[config.mk]
export PLATFORM = sky130hd
export DESIGN_NAME = irq_flag_reg
export DESIGN_NICKNAME = d
export VERILOG_FILES = /design/src/rtl/irqf_pkg.sv /design/src/rtl/irqf_pin_edge.sv /design/src/rtl/irqf_flag_bank.sv /design/src/rtl/irqf_req_merge.sv /design/src/rtl/irq_flag_reg.sv
export SDC_FILE = /design/constraint.sdc
export NUM_CORES = 1
export LEC_CHECK = 0
export ABC_AREA = 1
export BUFFER_PORTS_ARGS = -buffer_cell sky130_fd_sc_hd__buf_2
export CORE_UTILIZATION = 30
export CTS_CLUSTER_SIZE = 20
export DETAILED_ROUTE_END_ITERATION = 6
export SKIP_LAST_GASP = 1
export SLEW_MARGIN = 0
export SYNTH_ARGS = -nofsm -noshare
export SYNTH_HDL_FRONTEND = slang
export SYNTH_SLANG_ARGS = --single-unit
[constraint.sdc]
create_clock -name clk -period 0.8 [get_ports clk]
set_input_delay 0.16 -clock clk [delete_from_list [all_inputs] [get_ports clk]]
set_output_delay 0.16 -clock clk [all_outputs]
set_load 0.05 [all_outputs]
[src/rtl/irqf_pkg.sv]
package irqf_pkg;
   localparam int REG_W    = 8;
   localparam int NUM_PINS = 3;
   localparam int NUM_SRC  = NUM_PINS + 1;
   localparam int TMR_BIT  = 7;
   localparam int TMR_SRC  = NUM_SRC - 1;
   localparam logic [REG_W-1:0] ONES_MASK = 8'h18;

   function automatic logic [REG_W-1:0] place_flags(input logic [NUM_SRC-1:0] f);
      logic [REG_W-1:0] r;
      r = '0;
      r[TMR_BIT] = f[TMR_SRC];
      for (int k = 0; k < NUM_PINS; k++) r[k] = f[k];
      return r;
   endfunction
endpackage

[src/rtl/irqf_pin_edge.sv]
module irqf_pin_edge #(
   parameter int STAGES = 2
) (
   input  logic clk,
   input  logic rst_n,
   input  logic pin_i,
   input  logic func_en_i,
   input  logic rise_sel_i,
   output logic edge_o
);
   logic [STAGES-1:0] sync_q;
   logic              prev_q;
   logic              lvl;

   generate
      if (STAGES == 1) begin : g_one
         always_ff @(posedge clk) begin
            if (!rst_n) sync_q <= '0;
            else        sync_q <= pin_i;
         end
      end else begin : g_chain
         always_ff @(posedge clk) begin
            if (!rst_n) sync_q <= '0;
            else        sync_q <= {sync_q[STAGES-2:0], pin_i};
         end
      end
   endgenerate

   assign lvl = sync_q[STAGES-1];

   always_ff @(posedge clk) begin
      if (!rst_n) prev_q <= 1'b0;
      else        prev_q <= lvl;
   end

   always_comb begin
      if (!func_en_i)     edge_o = 1'b0;
      else if (rise_sel_i) edge_o = lvl & ~prev_q;
      else                edge_o = ~lvl & prev_q;
   end
endmodule

[src/rtl/irqf_flag_bank.sv]
module irqf_flag_bank #(
   parameter int NSRC = 4
) (
   input  logic            clk,
   input  logic            rst_n,
   input  logic [NSRC-1:0] set_i,
   input  logic [NSRC-1:0] clr_i,
   output logic [NSRC-1:0] flags_o
);
   logic [NSRC-1:0] flags_q;

   for (genvar b = 0; b < NSRC; b++) begin : g_flag
      always_ff @(posedge clk) begin
         if (!rst_n) flags_q[b] <= 1'b0;
         else        flags_q[b] <= set_i[b] | (flags_q[b] & ~clr_i[b]);
      end

      assert_set_wins_R8: assert property (@(posedge clk) disable iff (!rst_n)
         set_i[b] |=> flags_q[b]);
      assert_clear_R5: assert property (@(posedge clk) disable iff (!rst_n)
         (clr_i[b] && !set_i[b]) |=> !flags_q[b]);
      assert_sticky_R6: assert property (@(posedge clk) disable iff (!rst_n)
         (flags_q[b] && !clr_i[b]) |=> flags_q[b]);
      assert_no_spurious_R4: assert property (@(posedge clk) disable iff (!rst_n)
         (!flags_q[b] && !set_i[b]) |=> !flags_q[b]);
   end

   assign flags_o = flags_q;
endmodule

[src/rtl/irqf_req_merge.sv]
module irqf_req_merge #(
   parameter int NSRC = 4
) (
   input  logic            clk,
   input  logic            rst_n,
   input  logic [NSRC-1:0] flags_i,
   input  logic [NSRC-1:0] en_i,
   output logic            irq_o
);
   logic irq_q;

   always_ff @(posedge clk) begin
      if (!rst_n) irq_q <= 1'b0;
      else        irq_q <= |(flags_i & en_i);
   end

   assign irq_o = irq_q;
endmodule

[src/rtl/irq_flag_reg.sv]
module irq_flag_reg
   import irqf_pkg::*;
#(
   parameter int SYNC_STAGES = 2
) (
   input  logic                clk,
   input  logic                rst_n,
   input  logic                tmr_ovf_i,
   input  logic [NUM_PINS-1:0] pin_i,
   input  logic [NUM_PINS-1:0] pin_func_en_i,
   input  logic [NUM_PINS-1:0] pin_rise_sel_i,
   input  logic                wr_stb_i,
   input  logic [REG_W-1:0]    wr_data_i,
   output logic [REG_W-1:0]    rd_data_o,
   input  logic [NUM_SRC-1:0]  src_en_i,
   output logic                irq_o
);
   initial begin
      assert (SYNC_STAGES >= 2) else $error("SYNC_STAGES must be at least 2");
      assert (REG_W == 8) else $error("register layout needs 8 bits");
   end

   logic [NUM_SRC-1:0] set_vec;
   logic [NUM_SRC-1:0] clr_vec;
   logic [NUM_SRC-1:0] flags;
   logic               unused_wr_bits;

   for (genvar k = 0; k < NUM_PINS; k++) begin : g_pin
      irqf_pin_edge #(.STAGES(SYNC_STAGES)) u_edge (
         .clk        (clk),
         .rst_n      (rst_n),
         .pin_i      (pin_i[k]),
         .func_en_i  (pin_func_en_i[k]),
         .rise_sel_i (pin_rise_sel_i[k]),
         .edge_o     (set_vec[k])
      );
      assign clr_vec[k] = wr_stb_i & ~wr_data_i[k];
   end

   assign set_vec[TMR_SRC] = tmr_ovf_i;
   assign clr_vec[TMR_SRC] = wr_stb_i & ~wr_data_i[TMR_BIT];
   assign unused_wr_bits   = ^wr_data_i[6:3];

   irqf_flag_bank #(.NSRC(NUM_SRC)) u_bank (
      .clk     (clk),
      .rst_n   (rst_n),
      .set_i   (set_vec),
      .clr_i   (clr_vec),
      .flags_o (flags)
   );

   irqf_req_merge #(.NSRC(NUM_SRC)) u_merge (
      .clk     (clk),
      .rst_n   (rst_n),
      .flags_i (flags),
      .en_i    (src_en_i),
      .irq_o   (irq_o)
   );

   assign rd_data_o = place_flags(flags) | ONES_MASK;

   assert_reserved_R7: assert property (@(posedge clk) disable iff (!rst_n)
      rd_data_o[6:3] == 4'b0011);
   assert_irq_lag_R9: assert property (@(posedge clk) disable iff (!rst_n)
      irq_o == $past(|(flags & src_en_i)));
   assert_tmr_set_R2: assert property (@(posedge clk) disable iff (!rst_n)
      tmr_ovf_i |=> rd_data_o[TMR_BIT]);
endmodule

==> metrics.cfg <==
[floorplan]
chipHeight_um=45.6
start_util=0.327
core_mm2=0.00175
die_width_um=45.6
die_area_mm2=0.00208
num_rows=15
io_pins=34

[synth]
syn-cell-area_um2=571
yosysTopAreaCell=dfxtp_1
ys_seq_elements=14
yosys_warnings=0
synth_top_area_frac=0.491
synth_area_leaders=dfxtp_1 (49%), nand2_1 (17%), inv_1 (14%)
synthCells=81
yosysSeqAreaShare=0.491
synth_area_per_cell_um2=7.04
synth.distinct_cells=11

[clock_tree]
clockRootBuffer=clkbuf_4
cts.sinks=14
cts_made_buffers=3
clk_pin_slew_ns=0.08
insertion_delay_ns=0.27
cts_hold_buf=0
cts_tree=yes
cts_buffer_depth=2
cts_max_level=1

[sta]
skew_ns=0.00358
finalHoldViolCount=0
fin_crit_ns=0.924
rsz0062_at_grt=true
setup_viol=5
whs_ns=0.0662
slew_violations=0
fin_crit_sh=1.15
layout_setup_ws_ns=-0.124
max_freq_ghz=1.08

[final_layout]
synthToLayoutAreaGrowth_pct=45.2
fillCellCount=187
diodes=0
drive_above_1_share=0.431
fin_cells=134
nets=135

[setup_path]
critPathBufInv=1
path_class=reg -> out
cp_data_required_time_ns=0.64
cp.depth=1
end_kind=primary output
slowest_delay_ns=0.36
r2r_slack_ns=0.01
cp-start-kind=flop
cp.arrival_ns=0.76
crit_family=flip-flops
path_cells=buf_8
ff2ff_path_depth=5
crit_fanout=3
slowest_stage=dfxtp_4

[run_status]
violations=negative setup slack
outcome=finished, violations left

[global_routing]
grt.total_usage=0.117
grt_pass1_wl_mm=1.67
antenna_found_initial=0
grt_overflow_total=0
grt_pass1_vias=447
grt_max_degree=11

[routing]
drc=0
viasPerCell=3.96
ant_nets=0
vias=530
routedWlPerCell_um=7.69
dr.pass1.iters=2
drt_iter0_drc=1
drt_wl_total_mm=1.03

[pwr]
p_leak_uw=0.000464
power.density_mw_per_mm2=1820
ir_drop_mv=1.42

[min_path]
hp-class=in -> reg
min_path_cells=3

[run]
maxCapViolCount=0

[placement]
placed_cells=128
numPortBuffers=25
routabilityCongestion=0.648
dpl.hpwl_um=800

## metal layers
metal / wire [um] / vias up / track usage
met5: 0 / - / 0
met3: 74 / 2 / 0.0476
met2: 499 / 19 / 0.209
met1: 443 / 228 / 0.117
li1: - / 281 / -
met4: 13 / 0 / 0.0545
## stage by stage
stage          cell area, um2   util  TNS [ns]  setup slack [ns]  power, uW
4_1_cts                   797  0.457    -0.660            -0.144       1520
2_1_floorplan             591      -         0           0.00829        934
5_1_grt                   828  0.475    -0.812            -0.163       1590
6_report                  828  0.475    -0.578            -0.124       1510
3_5_place_dp              706  0.404         0            0.0602        990
3_3_place_gp              706  0.404         0            0.0658        984
## area by class of cell
type	instances	area, um2	area share
clock buffers	4	36.3	0.0438
flip-flops and latches	14	300	0.363
inverters	22	82.6	0.0997
repair buffers	27	190	0.230
well taps	25	31.3	0.0378
multi-input cells	42	188	0.227
## Yosys cell counts
cell type and instances:
nand3_1 3, inv_2 1, buf_6 1, a21oi_1 4, nand2_1 26, inv_1 21, buf_4 4, a31oi_1 1
dfxtp_1 14, o21ai_0 4, conb_1 2
## registers in the layout (all words and copies together), names as in the netlist
register and flops:
g_pin.u_edge.sync_q 6, u_bank.flags_o 4, u_merge.irq_o 1, g_pin.u_edge.prev_q 3
## kinds of logic (layout without fill, tap and decap cells)
logic type             after synthesis  count (layout)  share of synthesized area
and+or+nand+nor                     29              29                      0.197
buffers and inverters               27              53                      0.217
DFF                                 14              14                      0.491
AOI/OAI and AO/OA                    9               9                     0.0812
other                                2               4                     0.0132
## timing repair
item                                    CTS  global route
endpoints found under the setup margin    5             8
buffers inserted                          1             1
resized for setup                        15            11
endpoints found under the hold margin     0             0
pin swaps                                 0             2
## report_power, final
group	switching, uW	internal, uW	total [uW]
logic	164	111	275
clock network	206	276	482
registers	21.6	730	751
total	391	1120	1510
## final timing paths
| check | start | end |
|---|---|---|
| min | pin_i[0] | g_pin[0].u_edge.sync_q[0] |
| max reg2reg | u_bank.flags_o[1] | u_merge.irq_o |
| min reg2reg | g_pin[0].u_edge.sync_q[0] | g_pin[0].u_edge.sync_q[1] |
| max | u_bank.flags_o[2] | rd_data_o[2] |
## cells in the final DEF, fill, tap and decap left out
cell | synthesis | routed
a21oi_2 | 0 | 1
a31oi_1 | 1 | 1
dfxtp_4 | 0 | 3
nand3_2 | 0 | 1
buf_8 | 0 | 5
buf_4 | 4 | 2
clkbuf_4 | 0 | 3
clkbuf_8 | 0 | 1
dfxtp_2 | 0 | 7
nand3_1 | 3 | 2
dfxtp_1 | 14 | 4
conb_1 | 2 | 4
a21oi_1 | 4 | 3
inv_1 | 21 | 20
o21ai_0 | 4 | 4
inv_2 | 1 | 2
buf_2 | 0 | 20
nand2_2 | 0 | 2
nand2_1 | 26 | 24
(Power assumes the default switching activity.)
